===== src/rtl/pulse_squelch_pkg.sv =====
package pulse_squelch_pkg;

   // Width select codes, longest minimum width first.
   typedef enum logic [1:0] {
      WSEL_W0 = 2'b00,
      WSEL_W1 = 2'b01,
      WSEL_W2 = 2'b10,
      WSEL_W3 = 2'b11
   } wsel_e;

   localparam int unsigned NUM_WSEL = 4;

endpackage


===== src/rtl/pulse_timer.sv =====
module pulse_timer
   import pulse_squelch_pkg::*;
#(
   parameter int unsigned CNT_W   = 9,
   parameter int unsigned TH_SEL0 = 305,
   parameter int unsigned TH_SEL1 = 152,
   parameter int unsigned TH_SEL2 = 76,
   parameter int unsigned TH_SEL3 = 38
) (
   input  logic       clk,
   input  logic       rst_n,
   input  logic       din,
   input  logic [1:0] wsel,
   output logic       pulse_done,
   output logic       pulse_good
);

   localparam logic [CNT_W-1:0] LEN_MAX = {CNT_W{1'b1}};
   localparam logic [CNT_W-1:0] TH_TBL [NUM_WSEL] = '{
      CNT_W'(TH_SEL0), CNT_W'(TH_SEL1), CNT_W'(TH_SEL2), CNT_W'(TH_SEL3)
   };

   logic             lvl_q;
   logic [CNT_W-1:0] len_q;
   logic [CNT_W-1:0] th_cur;

   assign th_cur     = TH_TBL[wsel];
   assign pulse_done = din ^ lvl_q;
   assign pulse_good = (len_q > th_cur) || (len_q == LEN_MAX);

   always_ff @(posedge clk) begin
      if (!rst_n) begin
         lvl_q <= 1'b0;
         len_q <= '0;
      end else begin
         lvl_q <= din;
         if (pulse_done)
            len_q <= CNT_W'(1);
         else if (len_q != LEN_MAX)
            len_q <= len_q + 1'b1;
      end
   end

endmodule


===== src/rtl/pulse_history.sv =====
module pulse_history #(
   parameter int unsigned WIN = 8,
   parameter int unsigned CW  = 4
) (
   input  logic          clk,
   input  logic          rst_n,
   input  logic          push,
   input  logic          good,
   output logic [CW-1:0] good_cnt
);

   logic [WIN-1:0] hist_q;

   // One flop per window slot; slot 0 takes the newest result.
   genvar gi;
   generate
      for (gi = 0; gi < WIN; gi++) begin : g_slot
         logic nxt;
         if (gi == 0) begin : g_head
            assign nxt = good;
         end else begin : g_body
            assign nxt = hist_q[gi-1];
         end
         always_ff @(posedge clk) begin
            if (!rst_n)
               hist_q[gi] <= 1'b0;
            else if (push)
               hist_q[gi] <= nxt;
         end
      end
   endgenerate

   always_comb begin
      good_cnt = '0;
      for (int i = 0; i < WIN; i++)
         good_cnt = good_cnt + CW'(hist_q[i]);
   end

endmodule


===== src/rtl/squelch_gate.sv =====
module squelch_gate #(
   parameter int unsigned CW       = 4,
   parameter int unsigned OPEN_AT  = 7,
   parameter int unsigned CLOSE_AT = 4
) (
   input  logic          clk,
   input  logic          rst_n,
   input  logic [CW-1:0] good_cnt,
   output logic          open_q
);

   always_ff @(posedge clk) begin
      if (!rst_n)
         open_q <= 1'b0;
      else if (good_cnt >= CW'(OPEN_AT))
         open_q <= 1'b1;
      else if (good_cnt <= CW'(CLOSE_AT))
         open_q <= 1'b0;
   end

endmodule


===== src/rtl/pulse_squelch.sv =====
module pulse_squelch #(
   parameter int unsigned CNT_W    = 9,
   parameter int unsigned TH_SEL0  = 305,
   parameter int unsigned TH_SEL1  = 152,
   parameter int unsigned TH_SEL2  = 76,
   parameter int unsigned TH_SEL3  = 38,
   parameter int unsigned WIN      = 8,
   parameter int unsigned OPEN_AT  = 7,
   parameter int unsigned CLOSE_AT = 4
) (
   input  logic       clk,
   input  logic       rst_n,
   input  logic       din,
   input  logic       sq_en_n,
   input  logic [1:0] wsel,
   output logic       dout
);

   localparam int unsigned CW_CNT  = $clog2(WIN + 1);
   localparam int unsigned LEN_TOP = (1 << CNT_W) - 1;

   generate
      if (TH_SEL0 >= LEN_TOP || TH_SEL1 >= LEN_TOP ||
          TH_SEL2 >= LEN_TOP || TH_SEL3 >= LEN_TOP) begin : g_bad_th
         $error("pulse_squelch: thresholds must be below counter saturation");
      end
      if (!(CLOSE_AT < OPEN_AT && OPEN_AT <= WIN)) begin : g_bad_hyst
         $error("pulse_squelch: need CLOSE_AT < OPEN_AT <= WIN");
      end
      if (WIN < 2) begin : g_bad_win
         $error("pulse_squelch: window must hold at least two pulses");
      end
   endgenerate

   logic              pulse_done;
   logic              pulse_good;
   logic [CW_CNT-1:0] good_cnt;
   logic              open_q;

   pulse_timer #(
      .CNT_W  (CNT_W),
      .TH_SEL0(TH_SEL0),
      .TH_SEL1(TH_SEL1),
      .TH_SEL2(TH_SEL2),
      .TH_SEL3(TH_SEL3)
   ) u_timer (
      .clk       (clk),
      .rst_n     (rst_n),
      .din       (din),
      .wsel      (wsel),
      .pulse_done(pulse_done),
      .pulse_good(pulse_good)
   );

   pulse_history #(
      .WIN(WIN),
      .CW (CW_CNT)
   ) u_hist (
      .clk     (clk),
      .rst_n   (rst_n),
      .push    (pulse_done),
      .good    (pulse_good),
      .good_cnt(good_cnt)
   );

   squelch_gate #(
      .CW      (CW_CNT),
      .OPEN_AT (OPEN_AT),
      .CLOSE_AT(CLOSE_AT)
   ) u_gate (
      .clk     (clk),
      .rst_n   (rst_n),
      .good_cnt(good_cnt),
      .open_q  (open_q)
   );

   assign dout = sq_en_n ? din : (open_q & din);

endmodule


===== config.mk =====
export PLATFORM = sky130hd
export DESIGN_NAME = pulse_squelch
export DESIGN_NICKNAME = d
export VERILOG_FILES = /design/src/rtl/pulse_squelch_pkg.sv /design/src/rtl/pulse_timer.sv /design/src/rtl/pulse_history.sv /design/src/rtl/squelch_gate.sv /design/src/rtl/pulse_squelch.sv
export SDC_FILE = /design/constraint.sdc
export NUM_CORES = 1
export LEC_CHECK = 0
export CELL_PAD_IN_SITES_DETAIL_PLACEMENT = 1
export CELL_PAD_IN_SITES_GLOBAL_PLACEMENT = 1
export CORE_UTILIZATION = 40
export CTS_CLUSTER_DIAMETER = 200
export DETAILED_ROUTE_END_ITERATION = 7
export GPL_TIMING_DRIVEN = 0
export PLACE_DENSITY = 0.78
export SYNTH_ARGS = -nofsm -noshare
export SYNTH_HDL_FRONTEND = slang
export SYNTH_SLANG_ARGS = --single-unit

===== constraint.sdc =====
create_clock -name clk -period 2.7 [get_ports clk]
set_input_delay 0.54 -clock clk [delete_from_list [all_inputs] [get_ports clk]]
set_output_delay 0.54 -clock clk [all_outputs]
set_load 0.02 [all_outputs]

==> results.yml <==
detailed_routing:
  ant_nets: 0
  viasPerCell: 4.974
  vias: 960
  drc: 0
  wl_mm: 2.598
  drt_iter0_drc: 17
  drtPass1Iterations: 2
  wire_per_inst_microns: 13.46
setup_path:
  worstSetupStartpointType: "register"
  timing.critical_path.fanout_max: 3
  endpoint_kind: "register"
  critPathTopFamily: "adder cells"
  rr_startpoint: "u_hist.g_slot[1].nxt"
  critical_path_class: "reg -> reg"
  crit_path_frequent_cell: "fa_1"
  crit_cells: 10
  crit_slowest_cell: "fa_1"
  crit_arrival_ps: 3170
  reg2regPathDepth: 10
  cp_num_buf_inv: 1
  r2r_setup_slack_ps: -270
  cp.required_ps: 2900
  worstPathCellList: "ha_4, inv_2, fa_1, fa_1, fa_2, fa_1, nor2_2, o21ai_2, nor2_1, o211a_1"
  r2r-end: "u_gate.open_q"
  slowest_delay_ps: 520
grt:
  grt_pass1_vias: 1095
  track_usage_pct: 19.22
  overflow: 0
  grt_pass1_wl_mm: 4.830
  grt_start_max_net_pins: 11
  antenna_found_initial: 0
final_layout:
  nFillCells: 343
  area_growth_pct: 12.94
  layout-drive-gt1-share_pct: 11.26
  diodes: 0
  final_util_pct: 49.37
  final_cell_mix: "19 x inv_1, 18 x nand2_1, 17 x ha_1, 17 x dfxtp_1, 10 x nor2_1"
  nets: 180
  final_common_cell: "inv_1"
  fin_cells: 193
clock_network:
  cts_tree: "yes"
  cts-root-buf: "clkbuf_4"
  clockBufferDepth: 2
  cts_buffers: 3
  ctsHoldBuffers: 0
  cts_post_setup_buffers_inserted: 0
  path_clk_slew_ps: 110
  cts_max_level: 1
  clk_latency_ps: 300
  cts.sinks: 19
sta:
  slew-limit-headroom_pct: 66.93
  rsz0062_at_grt: "yes"
  finalCriticalPeriod_ps: 2966
  max_slew.worst_pin.slew_ps: 493.6
  skew_ps: 6.028
  final.setup.worst_slack_ps: -265.9
  slew_viol_final: 0
  tns_ps: -265.9
  hold_viol_final: 0
  fmax_mhz: 337.2
  setup_viol: 1
  period_share_pct: 109.8
yosys:
  synth.area.mux_share_pct: 1.592
  synth_top_family_by_area: "adder cells"
  syn_nets: 169
  synth_compound_area_share_pct: 12.84
  synth_simple_gate_area_share_pct: 18.31
  syn_inst: 141
  synth.distinct_cells: 34
  synth_xor_area_share_pct: 6.070
  async_flop_share_pct: 0
  syn_avg_cell_area_sq_um: 8.918
  ys_ff_latch: 19
  synth-main-ff-cell: "dfxtp_1"
  synth_edf_count: 0
  ys_seq_area_share_pct: 30.25
  yosysWarnings: 0
  synth_area_sq_mm: 0.001257
  synthAdderAreaFrac_pct: 24.28
placement:
  io_buffer_count: 6
  dp_cells: 189
  dp_hpwl_mm: 2.091
  routabilityCongestion: 0.7141
power_and_ir_drop:
  leakage_nw: 0.5977
  worst_ir_drop_vdd_uv: 212.6
  powerDensity_mw_per_mm2: 368.8
floorplan:
  std_cell_rows: 19
  die-area_sq_mm: 0.003372
  coreArea_sq_mm: 0.002877
  pin_count: 7
  die_h_microns: 58.07
  die_w_microns: 58.07
  initial_core_util_pct: 43.71
job:
  max-cap-violations: 0
min_path:
  min_to: "u_hist.hist_q[7]"
  min_path_type: "reg -> reg"
  hold_start: "u_hist.hist_q[7]"
  holdPathStages: 2
status:
  violations: "setup timing"
  status: "complete, but fails checks"
[Yosys cell counts (2+ instances only)]
master | n | area, sq um
a21oi_1 | 5 | 25.02
or3_1 | 2 | 12.51
dfxtp_1 | 19 | 380.4
nand3_1 | 3 | 15.01
ha_1 | 18 | 225.2
inv_1 | 20 | 75.07
nand4_1 | 2 | 12.51
nor2_1 | 11 | 41.29
o21ai_0 | 4 | 20.02
nand2_1 | 18 | 67.56
mux2i_1 | 2 | 20.02
xor2_1 | 3 | 26.28
fa_1 | 4 | 80.08
xnor2_1 | 2 | 17.52
a21boi_0 | 9 | 67.56
[worst register-to-register path, delay by kind of cell, from the launching register on]
kind                       cells  cell delay, ps
buffers and inverters          1              30
DFF                            1             360
adders and majority gates      5            2060
and+or+nand+nor                2              90
AOI/OAI and AO/OA              2             320
[layer usage]
metal / share of wire (%) / track usage, % / vias to the layer above
met5: 0 / 0 / -
met4: 1.3 / 7.143 / 0
met3: 1.9 / 4.018 / 4
met2: 56 / 37.27 / 5
met1: 41 / 20.03 / 463
li1: - / - / 488
[how the worst max path moves through the flow]
stage	startpoint	to	slack, ps
global route	u_hist.g_slot[1].nxt	u_gate.open_q	-360
detailed placement	u_hist.g_slot[1].nxt	u_gate.open_q	-300
CTS	u_hist.g_slot[1].nxt	u_gate.open_q	-300
finish	u_hist.g_slot[1].nxt	u_gate.open_q	-270
global placement	u_hist.g_slot[2].nxt	u_gate.open_q	-280
floorplan	u_hist.g_slot[2].nxt	u_gate.open_q	-190
[flip-flops by register name, indices dropped and copies added (netlist names)]
signal / count
u_timer.lvl_q: 1
u_hist.hist_q: 1
u_gate.open_q: 1
u_hist.g_slot.nxt: 7
u_timer.len_q: 9
[metrics by stage]
stage               hold slack (ps)  area, sq um  setup slack [ps]  total power, mW
finish                        472.8         1420            -265.9           0.5238
detailed placement            462.2         1373            -298.4           0.3798
global route                  527.0         1420            -360.8           0.5619
floorplan                     441.0         1260            -188.5           0.3504
global placement              451.4         1373            -275.6           0.3756
CTS                           476.2         1414            -299.6           0.5296
[final cells by class]
cell class | count | area, sq um | share of cell area, %
multi-input cells | 100 | 814.5 | 57.36
flip-flops and latches | 19 | 382.9 | 26.96
inverters | 20 | 75.07 | 5.286
repair buffers | 6 | 60.06 | 4.229
well taps | 42 | 52.55 | 3.700
clock buffers | 4 | 26.28 | 1.850
plain buffers | 2 | 8.758 | 0.6167
[power by group]
part / total, mW / switching, mW / internal (mW)
Clock: 0.148 / 0.0903 / 0.0576
Combinational: 0.0804 / 0.0440 / 0.0364
Sequential: 0.295 / 0.00887 / 0.287
Total: 0.524 / 0.143 / 0.381
[kinds of logic after synthesis]
group,after synthesis
and+or+nand+nor,45
AOI/OAI and AO/OA,24
buffers and inverters,22
adders and majority gates,22
DFF,19
xor gates and xnor gates,7
muxes,2
[what timing repair did]
action,CTS,global route
resized for setup,4,2
hold endpoints to repair,0,0
setup endpoints to repair,1,1
No activity file was read; power rests on OpenSTA's default activity.
